==> config.mk <==
export PLATFORM = sky130hd
export DESIGN_NAME = audioPacker
export DESIGN_NICKNAME = d
export VERILOG_FILES = /design/src/rtl/audioPackPkg.sv /design/src/rtl/bitSync.sv /design/src/rtl/packerCtrl.sv /design/src/rtl/packerData.sv /design/src/rtl/audioPacker.sv
export SDC_FILE = /design/constraint.sdc
export NUM_CORES = 1
export LEC_CHECK = 0
export BUFFER_PORTS_ARGS = -buffer_cell sky130_fd_sc_hd__clkbuf_2
export CORE_ASPECT_RATIO = 0.9
export CORE_MARGIN = 2
export CORE_UTILIZATION = 57
export CTS_CLUSTER_DIAMETER = 100
export DETAILED_ROUTE_END_ITERATION = 8
export HOLD_SLACK_MARGIN = 0.15
export PLACE_DENSITY = 0.72
export SETUP_SLACK_MARGIN = 0.02
export SLEW_MARGIN = 20
export SYNTH_ARGS = -nofsm -noshare
export SYNTH_HDL_FRONTEND = slang
export SYNTH_HIERARCHICAL = 1
export SYNTH_SLANG_ARGS = --single-unit
==> constraint.sdc <==
create_clock -name clk -period 7.3 [get_ports clk]
set_clock_uncertainty 0.1 [all_clocks]
set_input_delay 0.73 -clock clk [delete_from_list [all_inputs] [get_ports clk]]
set_output_delay 0.73 -clock clk [all_outputs]
set_load 0.01 [all_outputs]
==> src/rtl/audioPackPkg.sv <==
package audioPackPkg;
  localparam int WORD_W = 32;
  localparam int MAX_SAMPLE_W = 24;

  typedef struct packed {
    logic shiftBit;
    logic slotEnd;
    logic accept;
  } packStrobes_t;
endpackage

==> src/rtl/bitSync.sv <==
module bitSync #(
  parameter int WIDTH = 3,
  parameter int STAGES = 2
) (
  input  logic             clk,
  input  logic             rstN,
  input  logic [WIDTH-1:0] din,
  output logic [WIDTH-1:0] dout
);
  logic [WIDTH-1:0] pipe [STAGES];

  always_ff @(posedge clk) begin
    if (!rstN) begin
      for (int i = 0; i < STAGES; i++) pipe[i] <= '0;
    end else begin
      pipe[0] <= din;
      for (int i = 1; i < STAGES; i++) pipe[i] <= pipe[i-1];
    end
  end

  assign dout = pipe[STAGES-1];
endmodule

==> src/rtl/packerCtrl.sv <==
module packerCtrl
  import audioPackPkg::*;
#(
  parameter int DEPTH = 16,
  parameter int PKT_W = 8,
  localparam int LVL_W = $clog2(DEPTH + 1)
) (
  input  logic             clk,
  input  logic             rstN,
  input  logic             sckS,
  input  logic             wsS,
  input  logic             wideMode,
  input  logic [LVL_W-1:0] level,
  input  logic             wordWr,
  input  logic [PKT_W-1:0] pktWords,
  output packStrobes_t     strobe,
  output logic             pktReady,
  output logic             overrun
);
  logic             sckD;
  logic             wsLast;
  logic             slotValid;
  logic             started;
  logic [4:0]       bitCnt;
  logic [1:0]       phase;
  logic [1:0]       dropLeft;
  logic [PKT_W-1:0] pktCnt;

  logic             rise, wsEdge, eligible, isRight;
  logic             groupStart, roomOk, dropStart;
  logic [4:0]       sampleBits;
  logic [1:0]       groupLast;
  logic [LVL_W:0]   freeWords, groupWords;
  logic [PKT_W-1:0] pktNext;

  always_comb begin
    rise       = sckS & ~sckD;
    wsEdge     = rise && (wsS != wsLast);
    sampleBits = wideMode ? 5'd24 : 5'd16;
    groupLast  = wideMode ? 2'd3 : 2'd1;
    groupWords = wideMode ? (LVL_W+1)'(3) : (LVL_W+1)'(1);
    freeWords  = (LVL_W+1)'(DEPTH) - {1'b0, level};
    isRight    = wsLast;
    eligible   = wsEdge && slotValid && (started || !isRight);
    groupStart = eligible && (dropLeft == 2'd0) && (phase == 2'd0);
    roomOk     = freeWords >= groupWords;
    dropStart  = groupStart && !roomOk;

    strobe.shiftBit = rise && (bitCnt < sampleBits);
    strobe.slotEnd  = wsEdge && slotValid;
    strobe.accept   = eligible && (dropLeft == 2'd0) && ((phase != 2'd0) || roomOk);
    pktNext         = pktCnt + 1'b1;
  end

  always_ff @(posedge clk) begin
    if (!rstN) begin
      sckD      <= 1'b0;
      wsLast    <= 1'b0;
      slotValid <= 1'b0;
      started   <= 1'b0;
      bitCnt    <= '0;
      phase     <= '0;
      dropLeft  <= '0;
      overrun   <= 1'b0;
      pktCnt    <= '0;
      pktReady  <= 1'b0;
    end else begin
      sckD <= sckS;
      if (rise) wsLast <= wsS;
      if (wsEdge) slotValid <= 1'b1;
      if (eligible && !isRight) started <= 1'b1;

      if (wsEdge) bitCnt <= '0;
      else if (rise && bitCnt != 5'd31) bitCnt <= bitCnt + 1'b1;

      if (strobe.accept) phase <= (phase == groupLast) ? 2'd0 : phase + 1'b1;

      if (dropStart) begin
        dropLeft <= groupLast;
        overrun  <= 1'b1;
      end else if (eligible && dropLeft != 2'd0) begin
        dropLeft <= dropLeft - 1'b1;
      end

      pktReady <= 1'b0;
      if (wordWr) begin
        if (pktNext == pktWords) begin
          pktReady <= 1'b1;
          pktCnt   <= '0;
        end else begin
          pktCnt <= pktNext;
        end
      end
    end
  end
endmodule

==> src/rtl/packerData.sv <==
module packerData
  import audioPackPkg::*;
#(
  parameter int DEPTH = 16,
  localparam int LVL_W = $clog2(DEPTH + 1),
  localparam int AW = $clog2(DEPTH)
) (
  input  logic              clk,
  input  logic              rstN,
  input  logic              sdS,
  input  logic              wideMode,
  input  packStrobes_t      strobe,
  input  logic              rdEn,
  output logic [WORD_W-1:0] rdData,
  output logic              rdValid,
  output logic              wordWr,
  output logic [LVL_W-1:0]  level
);
  logic [MAX_SAMPLE_W-1:0] shreg, shNext, sample;
  logic [WORD_W-1:0]       acc;
  logic [5:0]              fill, sumFill;
  logic [2*WORD_W-1:0]     merged;
  logic [WORD_W-1:0]       mem [DEPTH];
  logic [AW-1:0]           wrPtr, rdPtr;
  logic                    doPop;

  always_comb begin
    shNext  = strobe.shiftBit ? {shreg[MAX_SAMPLE_W-2:0], sdS} : shreg;
    sample  = wideMode ? shNext : {8'b0, shNext[15:0]};
    sumFill = fill + (wideMode ? 6'd24 : 6'd16);
    merged  = {32'b0, acc} | ({40'b0, sample} << fill);
    wordWr  = strobe.accept && (sumFill >= 6'd32);
    doPop   = rdEn && (level != '0);
    rdValid = level != '0;
    rdData  = mem[rdPtr];
  end

  always_ff @(posedge clk) begin
    if (!rstN) begin
      shreg <= '0;
      acc   <= '0;
      fill  <= '0;
      wrPtr <= '0;
      rdPtr <= '0;
      level <= '0;
    end else begin
      shreg <= shNext;
      if (strobe.accept) begin
        if (sumFill >= 6'd32) begin
          acc  <= merged[2*WORD_W-1:WORD_W];
          fill <= sumFill - 6'd32;
        end else begin
          acc  <= merged[WORD_W-1:0];
          fill <= sumFill;
        end
      end
      if (wordWr) wrPtr <= wrPtr + 1'b1;
      if (doPop) rdPtr <= rdPtr + 1'b1;
      level <= level + LVL_W'(wordWr) - LVL_W'(doPop);
    end
  end

  always_ff @(posedge clk) begin
    if (wordWr) mem[wrPtr] <= merged[WORD_W-1:0];
  end
endmodule

==> src/rtl/audioPacker.sv <==
module audioPacker
  import audioPackPkg::*;
#(
  parameter int DEPTH = 16,
  parameter int PKT_W = 8,
  parameter int SYNC_STAGES = 2,
  localparam int LVL_W = $clog2(DEPTH + 1)
) (
  input  logic              clk,
  input  logic              rstN,
  input  logic              sckIn,
  input  logic              wsIn,
  input  logic              sdIn,
  input  logic              wideMode,
  input  logic [PKT_W-1:0]  pktWords,
  input  logic              rdEn,
  output logic [WORD_W-1:0] rdData,
  output logic              rdValid,
  output logic              pktReady,
  output logic              overrun
);
  logic [2:0]       lineSync;
  packStrobes_t     strobe;
  logic             wordWr;
  logic [LVL_W-1:0] wordLevel;

  bitSync #(.WIDTH(3), .STAGES(SYNC_STAGES)) uSync (
    .clk(clk), .rstN(rstN), .din({sckIn, wsIn, sdIn}), .dout(lineSync)
  );

  packerCtrl #(.DEPTH(DEPTH), .PKT_W(PKT_W)) uCtrl (
    .clk(clk), .rstN(rstN), .sckS(lineSync[2]), .wsS(lineSync[1]),
    .wideMode(wideMode), .level(wordLevel), .wordWr(wordWr),
    .pktWords(pktWords), .strobe(strobe), .pktReady(pktReady), .overrun(overrun)
  );

  packerData #(.DEPTH(DEPTH)) uData (
    .clk(clk), .rstN(rstN), .sdS(lineSync[0]), .wideMode(wideMode),
    .strobe(strobe), .rdEn(rdEn), .rdData(rdData), .rdValid(rdValid),
    .wordWr(wordWr), .level(wordLevel)
  );
endmodule

==> impl_metrics.csv, run 1 <==
group,metric,value,unit
cts,clock_latency,0.60,ns
sta,hold_viol,0,
placed_design,dpl_worst_slack,2.97,ns
route,final_antenna_net_count,0,
sta,setup_tns,0,ns
sta,finalWorstSetupSlack,2.92,ns
global_routing,grt_max_degree,129,
power,ir_drop,0.286,mV
setup_path,end_kind,"register",
cells_and_area,layout.cells.non_filler,1984,
global_routing,met3_usage,3.47,%
route,wl_per_cell,25.4,um
setup_path,reg2reg_setup_slack,2.92,ns
cells_and_area,n_fill_cell,2843,
cells_and_area,area_growth,10.9,%
route,first_pass_iters,8,
synthesis,syn_area_per_cell,18.1,um^2
setup_path,cp_data_arrival_time,4.56,ns
placed_design,placed_area,25200,um^2
synthesis,ys.warnings.count,6,
cts,cts_resized,0,
global_routing,grt_use_met1,34.1,%
power,power_density,281,nW/um^2
global_routing,grt_first_pass_wirelength,76.2,mm
sta,finalCriticalPeriod,4.38,ns
setup_path,cpPeakStageDelay,0.97,ns
worst_hold_path,hold_path_class,"in -> reg",
setup_path,path_class,"reg -> reg",
cts,ctsHoldBuffers,0,
cts,cts_tree,"yes",
global_routing,met2_usage,36.5,%
setup_path,path_max_fanout,27,
floorplanning,fp.dieW,222,um
floorplanning,die_height,200,um
route,drt-initial-drc-count,1453,
global_routing,antenna_found_initial,0,
cts,numCtsBuffers,59,
setup_path,path_cells,"ha_1 -> inv_1 -> ha_1 -> nand2b_1 -> clkinv_1 -> buf_4 -> nand2_1 -> nor3_2 -> buf_4",
job,cap_violations,0,
cts,cts_sinks,616,
synthesis,synth_nets,1380,
sta,tightest_slew,1.15,ns
sta,fin_crit_sh,60.0,%
cells_and_area,nets,1426,
placed_design,dp.cells,1876,
setup_path,worst_setup_path_start_kind,"register",
sta,rsz0062_at_grt,"false",
worst_hold_path,hold_path_startpoint,"sckIn",
placed_design,routabilityCongestion,0.878,
route,drt-total-wl,50.3,mm
route,detail_route.vias_per_cell,6.32,
route,dr_total_vias,12500,
floorplanning,io_pins,50,
setup_path,cp-startpoint,"uData/fill[3]",
cells_and_area,drive_gt1_share,23.2,%
status,status,"finished clean",
synthesis,netlist_instances,1345,
route,drc,0,
sta,max_slew_margin,23.6,%
placed_design,port_buffers,49,
cts,htreeDepth,2,
cts,cts_buffer_depth,3,
floorplanning,start_util,58.1,%
cts,cts_root_buf,"clkbuf_16",
sta,finalSetupViolCount,0,
global_routing,busiest_layer,"met2",
setup_path,slowest_stage,"dfxtp_1",
placed_design,dpl.hpwl,29.3,mm
global_routing,grt.total_usage,23.1,%
floorplanning,core-area,41900,um^2
floorplanning,rows,71,
floorplanning,die_area,44400,um^2
power,power_leakage,9.30,nW
sta,slew_viol_final,0,
cells_and_area,design_area,27000,um^2
cells_and_area,antenna_cells,0,
global_routing,first_global_vias,12500,
setup_path,cp.required,7.48,ns
sta,fin_hold_ws,0.230,ns
cts,clk_pin_slew,0.06,ns
setup_path,rr_startpoint,"uData/fill[3]",
global_routing,grt_overflow,0,
sta,max_freq,228,MHz
synthesis,synth_area,24300,um^2
cts,postCtsSetupBuffers,0,
stage by stage:
| step | utilization, % | total power, mW |
|---|---|---|
| after floorplan | - | 4.64 |
| after global placement | 60.1 | 4.91 |
| after detailed placement | 60.2 | 4.91 |
| after CTS | 64.3 | 7.65 |
| after global routing | 64.4 | 7.86 |
| final | 64.4 | 7.58 |
path summary, 6_finish.rpt:
kind	to	cells after the start
worst max register to register	uData/mem[0][23]	9
worst min register to register	uSync/pipe[0][5]	1
worst max-delay path	uData/mem[0][23]	9
worst min-delay path	uSync/pipe[0][2]	2
sequential cells by signal, indices dropped and copies added (netlist names), 4 cells and up, named ones only:
signal        count
uData/rdPtr       4
uData/shreg      24
uCtrl/pktCnt      8
uData/mem       512
uData/acc        32
uCtrl/bitCnt      5
uData/wrPtr       4
uData/level       5
uSync/pipe        6
routing by layer:
metal	vias up	wire, um
li1	5503	-
met5	-	0
met3	73	3510
met2	477	23600
met1	6489	22100
met4	0	1040
cells in the final DEF (no fill, tap or decap), types with 7 or more instances in the layout:
cell	count
edfxtp_1	512
mux4_2	128
dfxtp_1	102
a22oi_1	80
nand2_1	61
clkbuf_16	60
clkbuf_2	50
and2_1	45
clkinv_1	21
inv_1	21
o21ai_0	21
ha_1	19
o211a_1	18
nor2_1	17
mux2_2	17
a21o_1	17
clkbuf_1	16
a21oi_1	16
xnor2_1	16
buf_4	15
mux2_4	15
nor2_4	13
nor2b_1	12
a31oi_1	11
nand3_1	10
nand2b_1	9
and3_1	9
a221o_1	8
a222oi_1	8
xor2_1	7
power by group:
group          total, mW  internal (mW)  switching (mW)
logic              0.990          0.472           0.518
registers           3.83           3.78          0.0511
clock network       2.76           1.52            1.24
total               7.58           5.77            1.80
layout make-up:
class	instances	area (um^2)	share of cell area, %
sequential	616	17500	64.7
multi-input combinational	623	6590	24.4
clock buffer	79	1590	5.90
tap	547	684	2.53
timing repair buffer	68	438	1.62
clock inverter	28	143	0.528
inverter	23	86.3	0.320
worst max-delay path, delay by kind of cell (launching register included):
| kind | cells | cell delay, ns |
|---|---|---|
| DFF | 1 | 0.97 |
| buffers and inverters | 4 | 0.95 |
| and+or+nand+nor | 3 | 1.38 |
| adders and majority gates | 2 | 0.62 |
No activity file was read; power rests on OpenSTA's default activity.
==> run 2: changes to the inputs <==
--- a/config.mk
+++ b/config.mk
@@ -5,6 +5,7 @@
 export SDC_FILE = /design/constraint.sdc
 export NUM_CORES = 1
 export LEC_CHECK = 0
+export ABC_AREA = 1
 export BUFFER_PORTS_ARGS = -buffer_cell sky130_fd_sc_hd__clkbuf_2
 export CORE_ASPECT_RATIO = 0.9
 export CORE_MARGIN = 2
==> constraint.sdc (replaced) <==
create_clock -name clk -period 4.1 [get_ports clk]
set_clock_uncertainty 0.1 [all_clocks]
set_input_delay 0.41 -clock clk [delete_from_list [all_inputs] [get_ports clk]]
set_output_delay 0.41 -clock clk [all_outputs]
set_load 0.01 [all_outputs]
==> impl_metrics.csv, run 2 <==
group,metric,value,unit
status,status,"finished clean",
synthesis,post-synth-top-count-cell,"edfxtp_1",
synthesis,synth_top_area_cell,"edfxtp_1",
sta,setup_tns,0,ns
setup_path,path_class,"reg -> reg",
global_routing,antenna_found_initial,0,
setup_path,reg2reg_setup_slack,0.67,ns
setup_path,cpPeakStageDelay,0.55,ns
setup_path,cp.required,4.33,ns
synthesis,synth_nets,2544,
placed_design,dpl_worst_slack,0.685,ns
cells_and_area,layout_common_cells,"edfxtp_1, nand2_1, inv_1, nand3_1, a21oi_1",
job,cap_violations,0,
setup_path,worst_setup_path_start_kind,"register",
route,first_pass_iters,5,
route,met3_length,4.58,mm
route,drc,0,
sta,hold_viol,0,
power,switchingPower,4.09,mW
floorplanning,start_util,57.6,%
power,intPower,11.0,mW
synthesis,yosysSeqAreaShare,65.3,%
setup_path,path_max_fanout,19,
cells_and_area,regMostFlops,"uData/mem",
cts,cts_sinks,616,
power,ir_drop,0.384,mV
placed_design,routabilityCongestion,0.875,
power,comb_power_share,16.4,%
power,power.share.sequential,45.4,%
synthesis,ys_seq_elements,616,
cells_and_area,n_fill_cell,3529,
cts,cts_root_buf,"clkbuf_16",
floorplanning,die_area,48700,um^2
synthesis,synth-main-ff-cell,"edfxtp_1",
cts,htreeDepth,2,
cells_and_area,reg.largest.list,"uData/mem: 512 flops, uData/acc: 32 flops, uData/shreg: 24 flops",
route,detail_route.vias_per_cell,5.71,
cts,cts_resized,0,
floorplanning,die_height,209,um
route,drt-initial-drc-count,2192,
cells_and_area,layout_commonest_cell,"edfxtp_1",
sta,max_freq,292,MHz
power,power_density,512,nW/um^2
floorplanning,core-area,46500,um^2
route,drt-total-wl,60.8,mm
route,wl_met1,25.7,mm
floorplanning,rows,75,
route,wl_per_cell,19.1,um
global_routing,grt_first_pass_wirelength,95.2,mm
power,power_leakage,11.2,nW
cts,clk_pin_slew,0.06,ns
power,fin_total_pwr,15.1,mW
floorplanning,fp.dieW,232,um
sta,rsz0062_at_grt,"false",
cts,numCtsBuffers,59,
setup_path,cp_data_arrival_time,3.65,ns
cts,cts_tree,"yes",
global_routing,grt_overflow,0,
worst_hold_path,hold_path_class,"in -> reg",
sta,slew_viol_final,0,
cells_and_area,largest_reg_flops,512,
sta,fin_crit_sh,83.6,%
sta,tightest_slew,1.08,ns
setup_path,crit_family,"simple AND/OR/NAND/NOR gates",
synthesis,syn_area_per_cell,10.7,um^2
route,dr_wl_met2,28.9,mm
cells_and_area,nets,2554,
synthesis,async_reset_ff_share,0,%
route,final_antenna_net_count,0,
cells_and_area,area_growth,10.5,%
synthesis,ys_top_cells_by_area,"edfxtp_1, dfxtp_1, nand2_1",
synthesis,synth_area,26700,um^2
setup_path,cp.buffers_inverters,5,
floorplanning,io_pins,50,
power,pwr-share-clk,38.2,%
setup_path,path_cells,"inv_2 -> ha_1 -> or2_2 -> nand3_1 -> nor3_2 -> inv_1 -> nand2_1 -> inv_1 -> inv_4 -> nor2_4 -> nand2_1 -> nor2_4 -> buf_12",
cells_and_area,drive_gt1_share,9.38,%
synthesis,ys.warnings.count,6,
sta,max_slew_margin,27.7,%
placed_design,port_buffers,49,
sta,finalCriticalPeriod,3.43,ns
global_routing,first_global_vias,17500,
setup_path,slowest_stage,"nor2_4",
synthesis,yosysTopAreaCellShare,57.5,%
cts,clock_latency,0.62,ns
setup_path,end_kind,"register",
global_routing,grt_max_degree,128,
route,highest_layer,"met4",
synthesis,netlist_instances,2509,
synthesis,synth_edf_count,512,
route,dr_total_vias,18200,
cts,cts_buffer_depth,3,
sta,finalSetupViolCount,0,
global_routing,grt.total_usage,25.3,%
synthesis,synth.distinct_cells,44,
sta,finalWorstSetupSlack,0.674,ns
power,p_sw_share,27.0,%
synthesis,yosys-top-cells-count,"edfxtp_1, nand2_1, inv_1",
placed_design,dpl.hpwl,36.3,mm
-- run 2: what timing repair did --
| item | in CTS | in global routing |
|---|---|---|
| hold buffers | 4 | 0 |
| setup buffers | 0 | 0 |
| endpoints found under the setup margin | 0 | 0 |
| hold endpoints to repair | 7 | 0 |
-- run 2: path summary, 6_finish.rpt --
kind,startpoint,end,depth (start not counted)
worst max-delay path,uData/level[1],uData/mem[1][1],13
worst min-delay path,pktWords[6],uCtrl/pktReady,6
worst max register to register,uData/level[1],uData/mem[1][1],13
worst min register to register,uSync/pipe[0][1],uSync/pipe[0][4],2
-- run 2: layout make-up --
class	count	area (um^2)	share of cell area, %
Tap cell	616	771	2.61
Inverter	402	1510	5.11
Clock inverter	42	558	1.89
Clock buffer	70	1540	5.21
Sequential cell	616	17500	59.1
Antenna cell	1	2.50	0.00847
Timing Repair Buffer	95	776	2.63
Multi-Input combinational cell	1345	6930	23.4
-- run 2: cell families after synthesis --
group / Yosys count / share of synthesized area [%]
AOI/OAI and AO/OA: 515 / 11.1
adders and majority gates: 20 / 0.964
and+or+nand+nor: 805 / 13.2
DFF: 616 / 65.3
xor gates and xnor gates: 5 / 0.164
buffers and inverters: 548 / 9.28
-- run 2: power by group through the flow --
| stage | combinational, mW | clock [mW] | sequential, mW |
|---|---|---|---|
| after floorplan | 2.08 | 0 | 6.90 |
| after global placement | 2.41 | 0 | 6.99 |
| final | 2.48 | 5.79 | 6.86 |
| after detailed placement | 2.46 | 0 | 7.00 |
| after CTS | 2.49 | 5.88 | 6.86 |
| after global routing | 2.80 | 6.14 | 6.87 |
-- run 2: worst reg2reg max path: stages, from the launching register on --
cell and delay, ns:
dfxtp_1 0.44, inv_2 0.06, ha_1 0.19, or2_2 0.27, nand3_1 0.09, nor3_2 0.07
inv_1 0.05, nand2_1 0.10, inv_1 0.14, inv_4 0.12, nor2_4 0.34, nand2_1 0.35
nor2_4 0.56, buf_12 0.28
-- run 2: through the flow --
step	std cells	utilization (%)	cell area (um^2)	hold slack (ns)
floorplan	2509	-	26700	0.286
global placement	3070	59.0	27400	0.290
detailed placement	3070	59.0	27400	0.299
CTS	3186	63.6	29500	0.169
global route	3186	63.6	29500	0.204
finish	3187	63.6	29600	0.186
-- run 2: per-layer routing --
metal	GRT usage, %	up-vias
met2	40.8	700
met5	0	-
met3	3.67	111
li1	-	8633
met4	7.40	0
met1	36.1	8745
